<file path="src/rtl/lcd_pkg.sv">
package lcd_pkg;
  localparam int unsigned NUM_BP = 4;
  localparam int unsigned ROW_W  = 2;

  typedef enum logic [1:0] {
    MODE_STATIC = 2'd0,
    MODE_MUX2   = 2'd1,
    MODE_MUX3   = 2'd2,
    MODE_MUX4   = 2'd3
  } lcd_mode_e;
endpackage

</file>
<file path="src/rtl/lcd_frame_timer.sv">
module lcd_frame_timer
  import lcd_pkg::*;
(
  input  logic             clk_i,
  input  logic             rst_ni,
  input  logic             slot_en_i,
  input  logic [1:0]       mode_i,
  output logic [ROW_W-1:0] slot_o,
  output logic [ROW_W-1:0] nxt_slot_o,
  output logic             phase_o,
  output logic             slot_adv_o,
  output lcd_mode_e        mode_o
);
  logic [ROW_W-1:0] slot_q;
  logic             phase_q;
  lcd_mode_e        mode_q;
  logic             last_slot;

  // last slot index equals the mode encoding
  assign last_slot  = (slot_q == ROW_W'(mode_q));
  assign nxt_slot_o = last_slot ? '0 : slot_q + 1'b1;
  assign slot_adv_o = slot_en_i & phase_q;

  always_ff @(posedge clk_i or negedge rst_ni) begin
    if (!rst_ni) begin
      slot_q  <= '0;
      phase_q <= 1'b0;
      mode_q  <= MODE_STATIC;
    end else if (slot_en_i) begin
      phase_q <= ~phase_q;
      if (phase_q) begin
        slot_q <= nxt_slot_o;
        if (last_slot) mode_q <= lcd_mode_e'(mode_i);
      end
    end
  end

  assign slot_o  = slot_q;
  assign phase_o = phase_q;
  assign mode_o  = mode_q;
endmodule

</file>
<file path="src/rtl/lcd_disp_mem.sv">
module lcd_disp_mem
  import lcd_pkg::*;
#(
  parameter int unsigned NUM_COLS = 160,
  localparam int unsigned COL_W = $clog2(NUM_COLS)
) (
  input  logic                clk_i,
  input  logic                rst_ni,
  input  logic                wr_en_i,
  input  logic [ROW_W-1:0]    wr_row_i,
  input  logic [COL_W-1:0]    wr_col_i,
  input  logic                wr_data_i,
  input  logic                load_i,
  input  logic [ROW_W-1:0]    load_row_i,
  output logic [NUM_COLS-1:0] row_o
);
  logic [NUM_COLS-1:0] mem_q [NUM_BP];
  logic [NUM_COLS-1:0] row_q;
  logic                col_ok;

  assign col_ok = 32'(wr_col_i) < NUM_COLS;

  always_ff @(posedge clk_i or negedge rst_ni) begin
    if (!rst_ni) begin
      for (int r = 0; r < NUM_BP; r++) mem_q[r] <= '0;
    end else if (wr_en_i && col_ok) begin
      mem_q[wr_row_i][wr_col_i] <= wr_data_i;
    end
  end

  // shadow row: captured only at slot start, from pre-write contents
  always_ff @(posedge clk_i or negedge rst_ni) begin
    if (!rst_ni)     row_q <= '0;
    else if (load_i) row_q <= mem_q[load_row_i];
  end

  assign row_o = row_q;
endmodule

</file>
<file path="src/rtl/lcd_bp_map.sv">
module lcd_bp_map
  import lcd_pkg::*;
(
  input  lcd_mode_e           mode_i,
  input  logic [ROW_W-1:0]    slot_i,
  input  logic                phase_i,
  output logic [2*NUM_BP-1:0] bp_code_o
);
  for (genvar j = 0; j < NUM_BP; j++) begin : g_bp
    logic [ROW_W-1:0] map_slot;
    always_comb begin
      unique case (mode_i)
        MODE_STATIC: map_slot = '0;
        MODE_MUX2:   map_slot = ROW_W'(j % 2);
        MODE_MUX3:   map_slot = (j == 3) ? ROW_W'(1) : ROW_W'(j);
        default:     map_slot = ROW_W'(j);
      endcase
    end
    assign bp_code_o[2*j+1] = phase_i;
    assign bp_code_o[2*j]   = (map_slot == slot_i);
  end
endmodule

</file>
<file path="src/rtl/lcd_mux_drive.sv">
module lcd_mux_drive
  import lcd_pkg::*;
#(
  parameter int unsigned NUM_COLS = 160,
  localparam int unsigned COL_W = $clog2(NUM_COLS)
) (
  input  logic                clk_i,
  input  logic                rst_ni,
  input  logic [1:0]          mode_i,
  input  logic                slot_en_i,
  input  logic                wr_en_i,
  input  logic [ROW_W-1:0]    wr_row_i,
  input  logic [COL_W-1:0]    wr_col_i,
  input  logic                wr_data_i,
  output logic [2*NUM_BP-1:0] bp_code_o,
  output logic [NUM_COLS-1:0] seg_o
);
  logic [ROW_W-1:0]    slot, nxt_slot;
  logic                phase, slot_adv;
  lcd_mode_e           act_mode;
  logic [NUM_COLS-1:0] row_bits;

  lcd_frame_timer u_timer (
    .clk_i      (clk_i),
    .rst_ni     (rst_ni),
    .slot_en_i  (slot_en_i),
    .mode_i     (mode_i),
    .slot_o     (slot),
    .nxt_slot_o (nxt_slot),
    .phase_o    (phase),
    .slot_adv_o (slot_adv),
    .mode_o     (act_mode)
  );

  lcd_disp_mem #(.NUM_COLS(NUM_COLS)) u_mem (
    .clk_i      (clk_i),
    .rst_ni     (rst_ni),
    .wr_en_i    (wr_en_i),
    .wr_row_i   (wr_row_i),
    .wr_col_i   (wr_col_i),
    .wr_data_i  (wr_data_i),
    .load_i     (slot_adv),
    .load_row_i (nxt_slot),
    .row_o      (row_bits)
  );

  lcd_bp_map u_map (
    .mode_i    (act_mode),
    .slot_i    (slot),
    .phase_i   (phase),
    .bp_code_o (bp_code_o)
  );

  assign seg_o = row_bits ^ {NUM_COLS{phase}};
endmodule

</file>
<file path="config.mk">
export PLATFORM = sky130hd
export DESIGN_NAME = lcd_mux_drive
export DESIGN_NICKNAME = d
export VERILOG_FILES = /design/src/rtl/lcd_pkg.sv /design/src/rtl/lcd_frame_timer.sv /design/src/rtl/lcd_disp_mem.sv /design/src/rtl/lcd_bp_map.sv /design/src/rtl/lcd_mux_drive.sv
export SDC_FILE = /design/constraint.sdc
export NUM_CORES = 2
export LEC_CHECK = 0
export CAP_MARGIN = 5
export CELL_PAD_IN_SITES_DETAIL_PLACEMENT = 0
export CELL_PAD_IN_SITES_GLOBAL_PLACEMENT = 1
export CORE_UTILIZATION = 53
export CTS_CLUSTER_SIZE = 40
export DETAILED_ROUTE_END_ITERATION = 6
export GPL_TIMING_DRIVEN = 0
export PLACE_DENSITY_LB_ADDON = 0.3
export SLEW_MARGIN = 25
export SYNTH_ARGS = -nofsm -noshare
export SYNTH_HDL_FRONTEND = slang
export SYNTH_SLANG_ARGS = --single-unit
export TNS_END_PERCENT = 100
</file>
<file path="constraint.sdc">
create_clock -name clk_i -period 5.45 [get_ports clk_i]
set_clock_uncertainty 0.1 [all_clocks]
set_input_delay 1.09 -clock clk_i [delete_from_list [all_inputs] [get_ports clk_i]]
set_output_delay 1.09 -clock clk_i [all_outputs]
set_load 0.03 [all_outputs]
</file>
Word level (Yosys, flattened, before mapping):

Index checks and enable logic that the tools add are counted.

* equality and inequality tests: 6
* mux-type cells: 12
* bitwise logic cells: 5
* add/subtract/negate cells: 1
* magnitude comparators: 6
* reductions and logical operators: 9

Operators with widths (number)
* 640-bit bitwise mux: 1
* 160-bit 2-to-1 mux: 3
* 160-bit binary-select mux with 2-bit select: 1
* 160-bit demux with 2-bit select: 1
* 160-bit XOR: 1
* 8-bit by 9-bit < comparator with 1-bit output, second input constant: 1
* 1-bit demux with 8-bit select: 1
* 8-bit by 1-bit >= comparator with 1-bit output, second input constant: 1
* 8-bit < comparator, second input constant: 1
* 2-bit == test: 3
* 3-bit >= comparator, second input constant: 2
* 2-bit inverter with 3-bit output: 2
* 2-bit zero test: 2
* 2-bit 2-to-1 mux: 2
* 2-bit one-hot mux with 2 select lines: 1
* 2-bit OR reduction: 2
* 1-bit logical AND: 3
* 3-bit by 1-bit < comparator with 1-bit output, second input constant: 1
* 3-bit AND reduction: 1
* 2-bit by 1-bit adder with 2-bit output, second input constant: 1
* 1-bit by 2-bit == test with 1-bit output: 1
* 2-bit by 1-bit == test with 1-bit output, second input constant: 1
* 2-bit == test, second input constant: 1
* 1-bit 2-to-1 mux: 2
* 3 further kinds: 3

* register bits after elaboration: 805
* logic and storage cells: 47
* output and inout bits: 168
* bits of input ports: 17

Depth between registers and ports, before layout:

* depth after elaboration: 7
* depth in mapped cells: 10
* depth with buffers taken out: 6

Hierarchy:

A second synthesis with hierarchy kept.

* cell total of the unflattened synthesis: 3085
* area total of the unflattened synthesis: 41268.3 um^2

By module, submodules not included
* lcd_disp_mem: cells an instance 2865, sequential area each 20019.2 um^2, area an instance 39287.7 um^2, instances 1
* lcd_mux_drive: cells an instance 178, sequential area each 0.0 um^2, area an instance 1619.1 um^2, instances 1
* lcd_frame_timer: cells an instance 28, sequential area each 125.1 um^2, area an instance 267.8 um^2, instances 1
* lcd_bp_map: cells an instance 14, sequential area each 0.0 um^2, area an instance 93.8 um^2, instances 1

Least setup slack after synthesis:

Ideal clock, no wire load.

* kind: flip-flop to output port
* start point: reg u_timer.phase_q (netlist: u_timer.phase_o)
* end point: out seg_o[100]
* data required time: 4260 ps
* path slack: 2552 ps
* stages on the path, launching flop included: 5
* buffers on the path: 3
* data arrival time: 1708 ps
* cell sequence: dfrtp_1 -> clkbuf_1 -> clkbuf_1 -> buf_2 -> xor2_1

* word-level cells in the longest chain between the ends: 1

Ends and longest elaborated chain
* from (decl): line lcd_frame_timer.sv:15 `logic phase_q;`
* from (signal assigned): line lcd_frame_timer.sv:30 `phase_q <= ~phase_q;`
* 160-bit XOR: line lcd_mux_drive.sv:54 `assign seg_o = row_bits ^ {NUM_COLS{phase}};`
* to (decl): line lcd_mux_drive.sv:16 `output logic [NUM_COLS-1:0] seg_o`

Every way passes these cells.

Final worst setup path:

* start point: reg u_timer.phase_q (netlist: u_timer.phase_o)
* end point: out seg_o[3]

The elaborated chain is that of the path after synthesis.

==> impl_metrics.yaml <==
outcome:
  outcome: "finished clean"
routing:
  drt_pass1_iterations: 7
  wl_per_cell_um: 23.3
  via_per_inst: 5.89
  drt-total-wl_mm: 110
  drc: 0
  drt_iter0_markers: 2090
  ant_nets: 0
  num_vias: 27900
sta:
  rsz0062_at_grt: "no"
  fin_crit_sh_pct: 84.8
  hold_viol_final: 0
  max_slew_margin_pct: 25.5
  final-setup-viol-count: 0
  slew_viol_final: 0
  max_freq_mhz: 216
  hold_slack_ns: 0.263
  finalSetupTns_ns: 0
  post-route-min-period_ns: 4.62
  tightest_slew_ns: 1.12
final_layout:
  area_delta_synth_final_pct: 16.4
  fin_util_pct: 62.3
  nets: 3727
  stdcell_count: 4735
  regArea_um2: 20100
  layout_common_cells: "dfrtp_1 (805), nor2_1 (802), mux2_2 (735)"
  final_cell_area_um2: 45400
  fill_cells: 5755
  layout_commonest_cell: "dfrtp_1"
  multi_input_area_um2: 17500
  drive_gt1_share_pct: 27.5
synthesis:
  syn_area_per_cell_um2: 11.4
  synth_area_um2: 39000
  async_flop_share_pct: 100
  syn_inst: 3418
  ys_seq_area_share_pct: 51.7
  yosys_warnings: 0
  synth.ff_latch_count: 805
  syn-num-nets: 3436
  synth_flop_cell: "dfrtp_1"
  yosysUniqueCellTypes: 42
  synth_edf_count: 0
setup_path:
  startpoint_type: "flip-flop"
  worstPathMaxFanout: 10
  end_kind: "output pin"
  r2r-start: "u_timer.slot_o[0]"
  r2r_cells: 9
  crit_path_start: "u_timer.phase_o"
  crit_type: "flip-flop to output pin"
  r2r_end: "u_mem.row_o[71]"
  required_ns: 4.26
  crit_end: "seg_o[3]"
  worst-r2r-setup-slack_ns: 1.82
  cp.arrival_ns: 3.43
min_path:
  hold_path.class: "primary input to asynchronous set/reset pin"
global_routing:
  grt_max_degree: 137
  globalRouteTotalUtil_pct: 29.6
  grt_pass1_vias: 28700
  antenna_found_initial: 2
  grt_first_pass_wirelength_mm: 170
  grt-ovfl-total: 0
place:
  dp.cells: 4580
  gp_congestion: 0.850
  place_area_um2: 42400
  port_buffers: 182
  place.detailed.hpwl_mm: 75.2
clock_tree:
  post_cts_buffers: 0
  clock-root-buffer: "clkbuf_16"
  htreeDepth: 3
  cts_tree: "built"
  ctsHoldBuffers: 0
  clk_pin_slew_worst_paths_ns: 0.06
  cts.sinks: 805
  postCtsResizedCells: 0
  cts_buffers: 86
  clk_latency_ns: 0.64
  clockBufferDepth: 3
floorplanning:
  coreArea_um2: 72800
  num_rows: 99
  start_util_pct: 53.5
  ios: 185
  dieArea_um2: 74600
  die_x_um: 273
  die_y_um: 273
power_and_ir_drop:
  leakagePower_nw: 20.6
  power.density_nw_per_um2: 515
  ir_worst_vdd_uv: 624
job:
  maxCapViolCount: 0
==> worst max-delay path, stage by stage (launching register included) <==
cell	delay [ns]
dfrtp_1	0.41
clkbuf_2	0.46
buf_1	0.70
xor2_1	0.46
clkdlybuf4s50_1	0.76
==> report_power, final <==
| group | total [mW] | switching [mW] | internal (mW) |
|---|---|---|---|
| logic | 10.1 | 6.42 | 3.72 |
| clock network | 6.10 | 2.40 | 3.70 |
| registers | 7.14 | 0.493 | 6.65 |
| total | 23.4 | 9.31 | 14.1 |
==> routing by layer <==
layer | global-route usage, % | vias to the layer above | part of all wire, %
met5 | 0 | - | 0.024
met4 | 11.7 | 4 | 4.0
li1 | - | 12500 | -
met1 | 40.7 | 14300 | 43
met3 | 4.34 | 234 | 5.6
met2 | 47.3 | 937 | 47
==> final cells by class <==
cell class	count	share of cell area [%]
sequential	805	44.4
buffer	305	2.98
multi-input combinational	2305	38.5
antenna	2	0.0110
tap	959	2.64
timing repair buffer	203	4.92
clock buffer	128	5.72
clock inverter	25	0.783
inverter	3	0.0248
==> flip-flops by register name, summed over array words and instances (netlist names) <==
signal and cells:
u_mem.row_o 160, u_mem.mem_q 640, u_timer.phase_o 1, u_timer.slot_o 2
u_timer.mode_o 2
==> how the worst min path moves through the flow <==
stage | slack, ns | end | startpoint
after floorplan | 0.35 | u_mem.row_o[100] | u_mem.mem_q[580]
after global placement | 0.36 | u_mem.row_o[128] | u_mem.mem_q[608]
after detailed placement | 0.37 | u_mem.row_o[73] | u_mem.mem_q[553]
after CTS | 0.27 | u_mem.row_o[95] | rst_ni
after global routing | 0.30 | u_mem.row_o[95] | rst_ni
final | 0.26 | u_mem.row_o[95] | rst_ni
==> cell usage after synthesis (all sizes together), types with 4 or more instances <==
cell       n  area, um^2
dfrtp    805       20100
nor4bb     8        80.1
nand2    165         619
o21ai      5        28.8
xor2     163        1430
o2bb2ai  159        1390
buf      135         696
mux2     800        9010
a21oi      4        23.8
nor2     802        3010
nor4b      8         190
and4b      5        50.1
a221oi   159        1390
clkbuf   170         641
==> cells by family (layout without fill, tap and decap cells) <==
group / count (synthesis) / in the layout / share of synthesized area [%]
AND/OR/NAND/NOR: 1006 / 1006 / 10.6
AO/OA/AOI/OAI: 334 / 334 / 7.42
flip-flops: 805 / 805 / 51.7
other: 0 / 2 / 0
adder cells (fa/ha/maj): 1 / 1 / 0.0321
multiplexers: 800 / 800 / 23.1
buffers and inverters: 308 / 664 / 3.46
XOR/XNOR: 164 / 164 / 3.71
==> stage by stage <==
stage          power, mW  setup WS [ns]
3_5_place_dp        17.4           1.11
6_report            23.4          0.829
5_1_grt             24.3          0.745
2_1_floorplan       13.2           2.55
3_3_place_gp        17.3         -31.11
4_1_cts             23.5          0.739
No activity file was read; power rests on OpenSTA's default activity.
